--- src/rtl/tbd_pkg.sv ---
`timescale 1ns/1ps
package tbd_pkg;
  localparam int ADDR_W = 3;

  typedef enum logic [ADDR_W-1:0] {
    A_TBL  = 3'd0,
    A_TBU  = 3'd1,
    A_DEC  = 3'd2,
    A_RLD  = 3'd3,
    A_CTRL = 3'd4,
    A_STAT = 3'd5,
    A_TB64 = 3'd6
  } reg_addr_e;

  localparam int CTRL_W    = 3;
  localparam int CTRL_EN   = 0;
  localparam int CTRL_SEL  = 1;
  localparam int CTRL_ARLD = 2;

  localparam int ST_DEC    = 0;
  localparam int ST_WRS_LO = 4;
endpackage

--- src/rtl/tbd_tick_src.sv ---
`timescale 1ns/1ps
module tbd_tick_src #(
  parameter int DIV_LOG2 = 3,
  parameter int SYNC_N   = 2
) (
  input  logic clk,
  input  logic rst_n,
  input  logic en,
  input  logic sel,
  input  logic ext_clk,
  output logic tick
);
  logic [DIV_LOG2-1:0] div_q;
  // sync_q[SYNC_N-1] is the synchronised level, sync_q[SYNC_N] its delayed copy
  logic [SYNC_N:0]     sync_q;
  logic                ext_rise;

  always_ff @(posedge clk) begin
    if (!rst_n)           div_q <= '0;
    else if (en && !sel)  div_q <= div_q + 1'b1;
    else                  div_q <= '0;
  end

  always_ff @(posedge clk) begin
    if (!rst_n) sync_q <= '0;
    else        sync_q <= {sync_q[SYNC_N-1:0], ext_clk};
  end

  assign ext_rise = sync_q[SYNC_N-1] && !sync_q[SYNC_N];
  assign tick     = en && (sel ? ext_rise : (&div_q));
endmodule

--- src/rtl/tbd_decrementer.sv ---
`timescale 1ns/1ps
module tbd_decrementer #(
  parameter int W = 32
) (
  input  logic         clk,
  input  logic         rst_n,
  input  logic         upd,
  input  logic         arld,
  input  logic         wr_dec,
  input  logic         wr_rld,
  input  logic [W-1:0] wdata,
  output logic [W-1:0] dec,
  output logic         hit
);
  localparam logic [W-1:0] ONE = {{(W-1){1'b0}}, 1'b1};

  logic [W-1:0] dec_q, rld_q;

  assign hit = upd && !wr_dec && (dec_q == ONE);
  assign dec = dec_q;

  always_ff @(posedge clk) begin
    if (!rst_n)      rld_q <= '0;
    else if (wr_rld) rld_q <= wdata;
  end

  always_ff @(posedge clk) begin
    if (!rst_n)                     dec_q <= '0;
    else if (wr_dec)                dec_q <= wdata;
    else if (hit)                   dec_q <= arld ? rld_q : '0;
    else if (upd && dec_q != '0)    dec_q <= dec_q - ONE;
  end
endmodule

--- src/rtl/tbd_timebase.sv ---
`timescale 1ns/1ps
module tbd_timebase #(
  parameter int W = 32
) (
  input  logic         clk,
  input  logic         rst_n,
  input  logic         tick,
  input  logic         wr_lo,
  input  logic         wr_hi,
  input  logic [W-1:0] wdata,
  output logic [W-1:0] lo,
  output logic [W-1:0] hi
);
  logic         st_lo_q, st_hi_q, carry_q;
  logic [W-1:0] lo_q, hi_q;

  always_ff @(posedge clk) begin
    if (!rst_n) begin
      st_lo_q <= 1'b0;
      st_hi_q <= 1'b0;
    end else begin
      st_lo_q <= tick;
      st_hi_q <= st_lo_q;
    end
  end

  always_ff @(posedge clk) begin
    if (!rst_n) begin
      lo_q    <= '0;
      carry_q <= 1'b0;
    end else if (wr_lo) begin
      lo_q    <= wdata;
      carry_q <= 1'b0;
    end else if (st_lo_q) begin
      lo_q    <= lo_q + 1'b1;
      carry_q <= &lo_q;
    end
  end

  always_ff @(posedge clk) begin
    if (!rst_n)                   hi_q <= '0;
    else if (wr_hi)               hi_q <= wdata;
    else if (st_hi_q && carry_q)  hi_q <= hi_q + 1'b1;
  end

  assign lo = lo_q;
  assign hi = hi_q;
endmodule

--- src/rtl/tbd_unit.sv ---
`timescale 1ns/1ps
module tbd_unit
  import tbd_pkg::*;
#(
  parameter int WORD_W   = 32,
  parameter int DIV_LOG2 = 3,
  parameter int SYNC_N   = 2,
  parameter int WRS_W    = 2
) (
  input  logic                clk,
  input  logic                rst_n,
  input  logic                ext_tclk,
  input  logic                wr_en,
  input  logic [ADDR_W-1:0]   wr_addr,
  input  logic [WORD_W-1:0]   wr_data,
  input  logic [ADDR_W-1:0]   rd_addr,
  output logic [2*WORD_W-1:0] rd_data,
  input  logic                wd_evt,
  input  logic [WRS_W-1:0]    wd_kind,
  output logic                dec_irq,
  output logic [WRS_W-1:0]    wrs
);
  localparam int RD_W = 2 * WORD_W;

  logic [CTRL_W-1:0] ctrl_q;
  logic              flag_q;
  logic [WRS_W-1:0]  wrs_q;
  logic              tick, hit;
  logic [WORD_W-1:0] dec_val, tbl_val, tbu_val;
  logic              wr_tbl, wr_tbu, wr_dec, wr_rld, wr_ctrl, wr_stat;

  assign wr_tbl  = wr_en && (wr_addr == A_TBL);
  assign wr_tbu  = wr_en && (wr_addr == A_TBU);
  assign wr_dec  = wr_en && (wr_addr == A_DEC);
  assign wr_rld  = wr_en && (wr_addr == A_RLD);
  assign wr_ctrl = wr_en && (wr_addr == A_CTRL);
  assign wr_stat = wr_en && (wr_addr == A_STAT);

  always_ff @(posedge clk) begin
    if (!rst_n)       ctrl_q <= '0;
    else if (wr_ctrl) ctrl_q <= wr_data[CTRL_W-1:0];
  end

  // status: event sets win over a write-one-to-clear in the same cycle
  always_ff @(posedge clk) begin
    if (!rst_n) begin
      flag_q <= 1'b0;
      wrs_q  <= '0;
    end else begin
      if (hit)          flag_q <= 1'b1;
      else if (wr_stat && wr_data[ST_DEC]) flag_q <= 1'b0;
      if (wd_evt)       wrs_q <= wd_kind;
      else if (wr_stat) wrs_q <= wrs_q & ~wr_data[ST_WRS_LO +: WRS_W];
    end
  end

  tbd_tick_src #(.DIV_LOG2(DIV_LOG2), .SYNC_N(SYNC_N)) u_tick (
    .clk(clk), .rst_n(rst_n),
    .en(ctrl_q[CTRL_EN]), .sel(ctrl_q[CTRL_SEL]),
    .ext_clk(ext_tclk), .tick(tick)
  );

  tbd_decrementer #(.W(WORD_W)) u_dec (
    .clk(clk), .rst_n(rst_n), .upd(tick), .arld(ctrl_q[CTRL_ARLD]),
    .wr_dec(wr_dec), .wr_rld(wr_rld), .wdata(wr_data),
    .dec(dec_val), .hit(hit)
  );

  tbd_timebase #(.W(WORD_W)) u_tb (
    .clk(clk), .rst_n(rst_n), .tick(tick),
    .wr_lo(wr_tbl), .wr_hi(wr_tbu), .wdata(wr_data),
    .lo(tbl_val), .hi(tbu_val)
  );

  always_comb begin
    rd_data = '0;
    case (rd_addr)
      A_TBL:   rd_data[WORD_W-1:0] = tbl_val;
      A_TBU:   rd_data[WORD_W-1:0] = tbu_val;
      A_DEC:   rd_data[WORD_W-1:0] = dec_val;
      A_CTRL:  rd_data[CTRL_W-1:0] = ctrl_q;
      A_STAT: begin
        rd_data[ST_DEC]              = flag_q;
        rd_data[ST_WRS_LO +: WRS_W]  = wrs_q;
      end
      A_TB64:  rd_data = {tbu_val, tbl_val};
      default: rd_data = '0;
    endcase
  end

  assign dec_irq = flag_q;
  assign wrs     = wrs_q;
endmodule

--- config.mk ---
export PLATFORM = sky130hd
export DESIGN_NAME = tbd_unit
export DESIGN_NICKNAME = d
export VERILOG_FILES = /design/src/rtl/tbd_pkg.sv /design/src/rtl/tbd_tick_src.sv /design/src/rtl/tbd_decrementer.sv /design/src/rtl/tbd_timebase.sv /design/src/rtl/tbd_unit.sv
export SDC_FILE = /design/constraint.sdc
export NUM_CORES = 1
export LEC_CHECK = 0
export CORE_MARGIN = 1
export CORE_UTILIZATION = 45
export CTS_BUF_LIST = sky130_fd_sc_hd__clkbuf_16
export CTS_CLUSTER_DIAMETER = 150
export DETAILED_ROUTE_END_ITERATION = 7
export PLACE_DENSITY = 0.67
export SYNTH_ARGS = -nofsm -noshare
export SYNTH_HDL_FRONTEND = slang
export SYNTH_SLANG_ARGS = --single-unit
--- constraint.sdc ---
create_clock -name clk -period 4.65 [get_ports clk]
set_input_delay 1.1625 -clock clk [delete_from_list [all_inputs] [get_ports clk]]
set_output_delay 1.1625 -clock clk [all_outputs]
set_load 0.02 [all_outputs]
# Word level (Yosys, flattened, before mapping)
# Index checks and enable logic that the tools add are counted.
# op_classes
muxes	19
n_reduce_logical	30
n_bitwise	3
n_eq_ne	11
add_sub_neg	4
# ops
cell	n
$mux 32	9
$pmux 26 s3	1
$add 32x1->32 const B	2
$eq 32x1->1 const B	1
$reduce_and 32->1	1
$reduce_bool 32->1	1
$sub 32x1->32 const B	1
$pmux 2 s4	2
$eq 3x3->1 const B	5
$logic_and 1x1->1	14
$eq 3x2->1 const B	3
$reduce_bool 2->1	4
$eq 3x1->1 const B	2
$logic_not 3->1	2
$pmux 1 s5	1
$mux 2	2
$reduce_or 2->1	2
$add 3x1->3 const B	1
$logic_not 1->1	3
$mux 1	3
$pmux 1 s3	1
$reduce_and 3->1	1
$reduce_bool 3->1	1
$and 2x2->2	1
other kinds (3)	3
# totals
word_cells	79
out_inout_bits	67
ff_bits	143

# Logic depth before layout (Yosys ltp)
# logic_depth
word_depth	8
mapped_depth	11
ltp_nobuf	8

# By module
# A second synthesis with hierarchy kept.
# unflattened
cells_unflattened	1111
area_unflattened_um2	8968.6
# modules_own_cells
mod	cells_each	area_per_inst_um2	seq_area_each_um2	instances
tbd_timebase	445	3584.7	1341.3	1
tbd_decrementer	417	3482.1	1281.2	1
tbd_unit	231	1690.4	120.1	1
tbd_tick_src	18	211.5	120.1	1

# Worst setup path before layout
# OpenSTA, ideal clock, no wires.
# synth_timing
path_type	input-to-output
startpoint	in rd_addr[0]
endpoint	out rd_data[10]
path_stages	7
t_arrival_ns	2.555
required_time_ns	3.488
path_slack_ns	0.932
path_cell_list	clkbuf_1 > nor2b_1 > nor2b_1 > clkbuf_1 > clkbuf_1 > nand2_1 > o21ai_0
# synth_between
elab_chain_cells	3
# synth_rtl
element	line	source
start, declared	tbd_unit.sv:16	input logic [ADDR_W-1:0] rd_addr,
$eq 3x3->1 or $logic_not 3->1 (tied branches)	tbd_unit.sv:77	case (rd_addr)
$reduce_or 2->1 (no source line)	-	
$pmux 26 s3 (*)	tbd_unit.sv:77	
end, declared	tbd_unit.sv:17	output logic [2*WORD_W-1:0] rd_data,
# Mark *: on every way between the ends. The rest lies on a longest branch, timed or not.

# Final worst setup path
# layout_timing
startpoint	in rd_addr[1]
endpoint	out rd_data[17]
# The elaborated chain is that of the path after synthesis.

==> impl_metrics.tcl <==
set metrics [dict create \
    ant_nets 0 \
    cts.hold.buffers_added 0 \
    met1_length_mm 12.7 \
    synth_top_family_by_area "simple AND/OR/NAND/NOR gates" \
    r2r_setup_slack_ps 1530 \
    ys_ff_latch 143 \
    synth-xor-area-share 0.0936 \
    max-cap-violations 0 \
    synth_compound_area_frac 0.225 \
    placed_area_um2 9600 \
    globalplace.congestion 0.851 \
    skew_ps 11.3 \
    p_leak_nw 3.70 \
    path_delay_family "buffers and inverters" \
    dr.first_iter.drc_count 686 \
    ys_top_cells_by_area "dfxtp_1 (34%), nand2_1 (6.5%), a21oi_1 (5.3%), xor2_1 (5.3%), o21ai_0 (5.0%)" \
    viasPerCell 6.07 \
    yosys_warnings 0 \
    initial_core_util 0.462 \
    p_total_w 0.00334 \
    cts-resized-gates 0 \
    synth-adder-area-share 0.00901 \
    start_kind "input port" \
    fin_cells 1409 \
    synth.most_common_cell "nand2_1" \
    dp.cells 1377 \
    finalCritPeriodShare 0.948 \
    status "completed" \
    globalRouteTotalUtil 0.292 \
    max_freq_mhz 227 \
    slowest_stage "clkdlybuf4s50_1" \
    die_w_um 138 \
    first_pass_iters 5 \
    hold_depth 1 \
    relSlewSlack 0.280 \
    end_kind "output pin" \
    die_area_um2 19100 \
    path_buf_inv 3 \
    yosysSeqAreaShare 0.344 \
    row_count 49 \
    synth_cell_types 62 \
    cts_buffer_depth 2 \
    grt_pass1_vias 7919 \
    grt_first_pass_wirelength_mm 44.1 \
    required_ps 3490 \
    powerDensity_nw_per_um2 328 \
    grt_overflow 0 \
    chipHeight_um 138 \
    drc_errors 0 \
    cts.sink_count 143 \
    synthCells 1103 \
    highest_layer "met4" \
    layout-area-overhead-vs-synth_pct 22.4 \
    io_pins 112 \
    drv_slew 0 \
    yosys.area_share.simple 0.267 \
    hold_violations 0 \
    wl_per_cell_um 19.6 \
    numCtsBuffers 17 \
    synthesis.nets 1154 \
    cts_root_buf "clkbuf_16" \
    core_region_area_um2 18000 \
    synth_edf_count 0 \
    yosysTopAreaCell "dfxtp_1" \
    detailed_place_hpwl_mm 19.6 \
    netlist.area_leader.share 0.344 \
    synthFlopType "dfxtp_1" \
    final_cell_area_um2 10200 \
    n_antenna_cell 0 \
    path_class "input port to output pin" \
    clkTransAtPathRegs_ps 60 \
    finish.net_count 1218 \
    grt_max_degree 78 \
    setup_violations 0 \
    clock_latency_ps 430 \
    worstPathArrival_ps 3240 \
    fin_crit_ps 4410 \
    setup_tns_ps 0 \
    hold_path_class "flip-flop to flip-flop" \
    cp_num_cells 6 \
    vias 8552 \
    met3_length_mm 2.24 \
    synthTopCellsByCount "nand2_1 (144), dfxtp_1 (143), a21oi_1 (89)" \
    synthMuxAreaShare 0.00976 \
    syn-mean-instance-area_um2 7.55 \
    post_cts_buffers 0 \
    htreeDepth 4 \
    cts_tree "done" \
    vdd_drop_max_v 0.000286 \
    crit_path_cell_trace "clkdlybuf4s50_1 -> nor2b_2 -> buf_4 -> a22oi_1 -> o21ai_0 -> clkdlybuf4s50_1" \
    r2r_cells 8 \
    crit_path_frequent_cell "clkdlybuf4s50_1" \
    finalWirelength_mm 27.7 \
    tightest_slew_ps 1080 \
    wl_met2_mm 12.2 \
    async_flop_share 0 \
    antenna_found_initial 0 \
    rsz0062_at_grt "false" \
    drive_gt1_frac 0.0619 \
    crit_fanout 17 \
    netlist_area_um2 8330 \
    slowest_delay_ps 630 \
    portBuffers 111 \
]
## per-stage QoR
| step | hold WS [ps] | worst slack (ps) | utilization |
|---|---|---|---|
| floorplan | 403 | 932 | - |
| global placement | 421 | 239 | 0.532 |
| detailed placement | 428 | 251 | 0.532 |
| CTS | 436 | 244 | 0.566 |
| global route | 462 | 110 | 0.566 |
| finish | 439 | 243 | 0.566 |
## worst register-to-register path, delay by kind of cell, from the launching register on
family	cells	cell delay, ps
AND/OR/NAND/NOR	4	1850
flip-flops	1	410
buffers and inverters	2	470
AO/OA/AOI/OAI	2	270
## routing by layer
metal  up-vias  GRT usage
li1       4112          -
met1      4010      0.421
met2       388      0.444
met3        42     0.0475
met4         0     0.0908
met5         -          0
## worst paths after layout
path,startpoint,endpoint
worst max-delay path,rd_addr[1],rd_data[17]
worst min register to register,u_tick.div_q[0],u_tick.div_q[0]
worst max register to register,u_dec.dec[24],u_dec.dec[16]
worst min-delay path,u_tick.div_q[0],u_tick.div_q[0]
## area by class of cell
| class | count | area [um2] |
|---|---|---|
| inverter | 9 | 33.8 |
| sequential | 143 | 2860 |
| multi-input combinational | 856 | 5060 |
| fill | 1725 | 7830 |
| tap | 229 | 287 |
| clock buffer | 17 | 425 |
| clock inverter | 15 | 175 |
| timing repair buffer | 140 | 1350 |
## cell usage in the layout (no fill, tap or decap), types with 36 or more instances in the layout
master / count
and3_1: 58
clkdlybuf4s50_1: 110
o21ai_0: 84
xnor2_1: 38
nor2_1: 84
nand3_1: 42
a22oi_1: 36
nand2_1: 143
xor2_1: 50
a21oi_1: 89
dfxtp_1: 143
## registers in the layout, summed over array words and instances (netlist names)
register and flops:
wrs 2, u_tb.st_hi_q 1, u_tick.sync_q 3, u_tb.lo 32, u_dec.rld_q 32, u_dec.dec 32, u_tb.hi 32, dec_irq 1
u_tb.carry_q 1, u_tb.st_lo_q 1, ctrl_q 3, u_tick.div_q 3
## logic make-up (layout without fill, tap and decap cells)
group	count (synthesis)	after routing
muxes	8	8
and+or+nand+nor	448	448
DFF	143	143
buffers and inverters	104	181
xor gates and xnor gates	89	89
adders and majority gates	6	6
AOI/OAI and AO/OA	305	305
## power breakdown
part	leakage [nW]	total (W)	switching [W]	internal [W]
sequential	1.16	0.00133	0.0000630	0.00127
combinational	2.25	0.000595	0.000351	0.000244
clock	0.284	0.00142	0.000535	0.000883
total	3.70	0.00334	0.000949	0.00239
No activity file was read; power rests on OpenSTA's default activity.
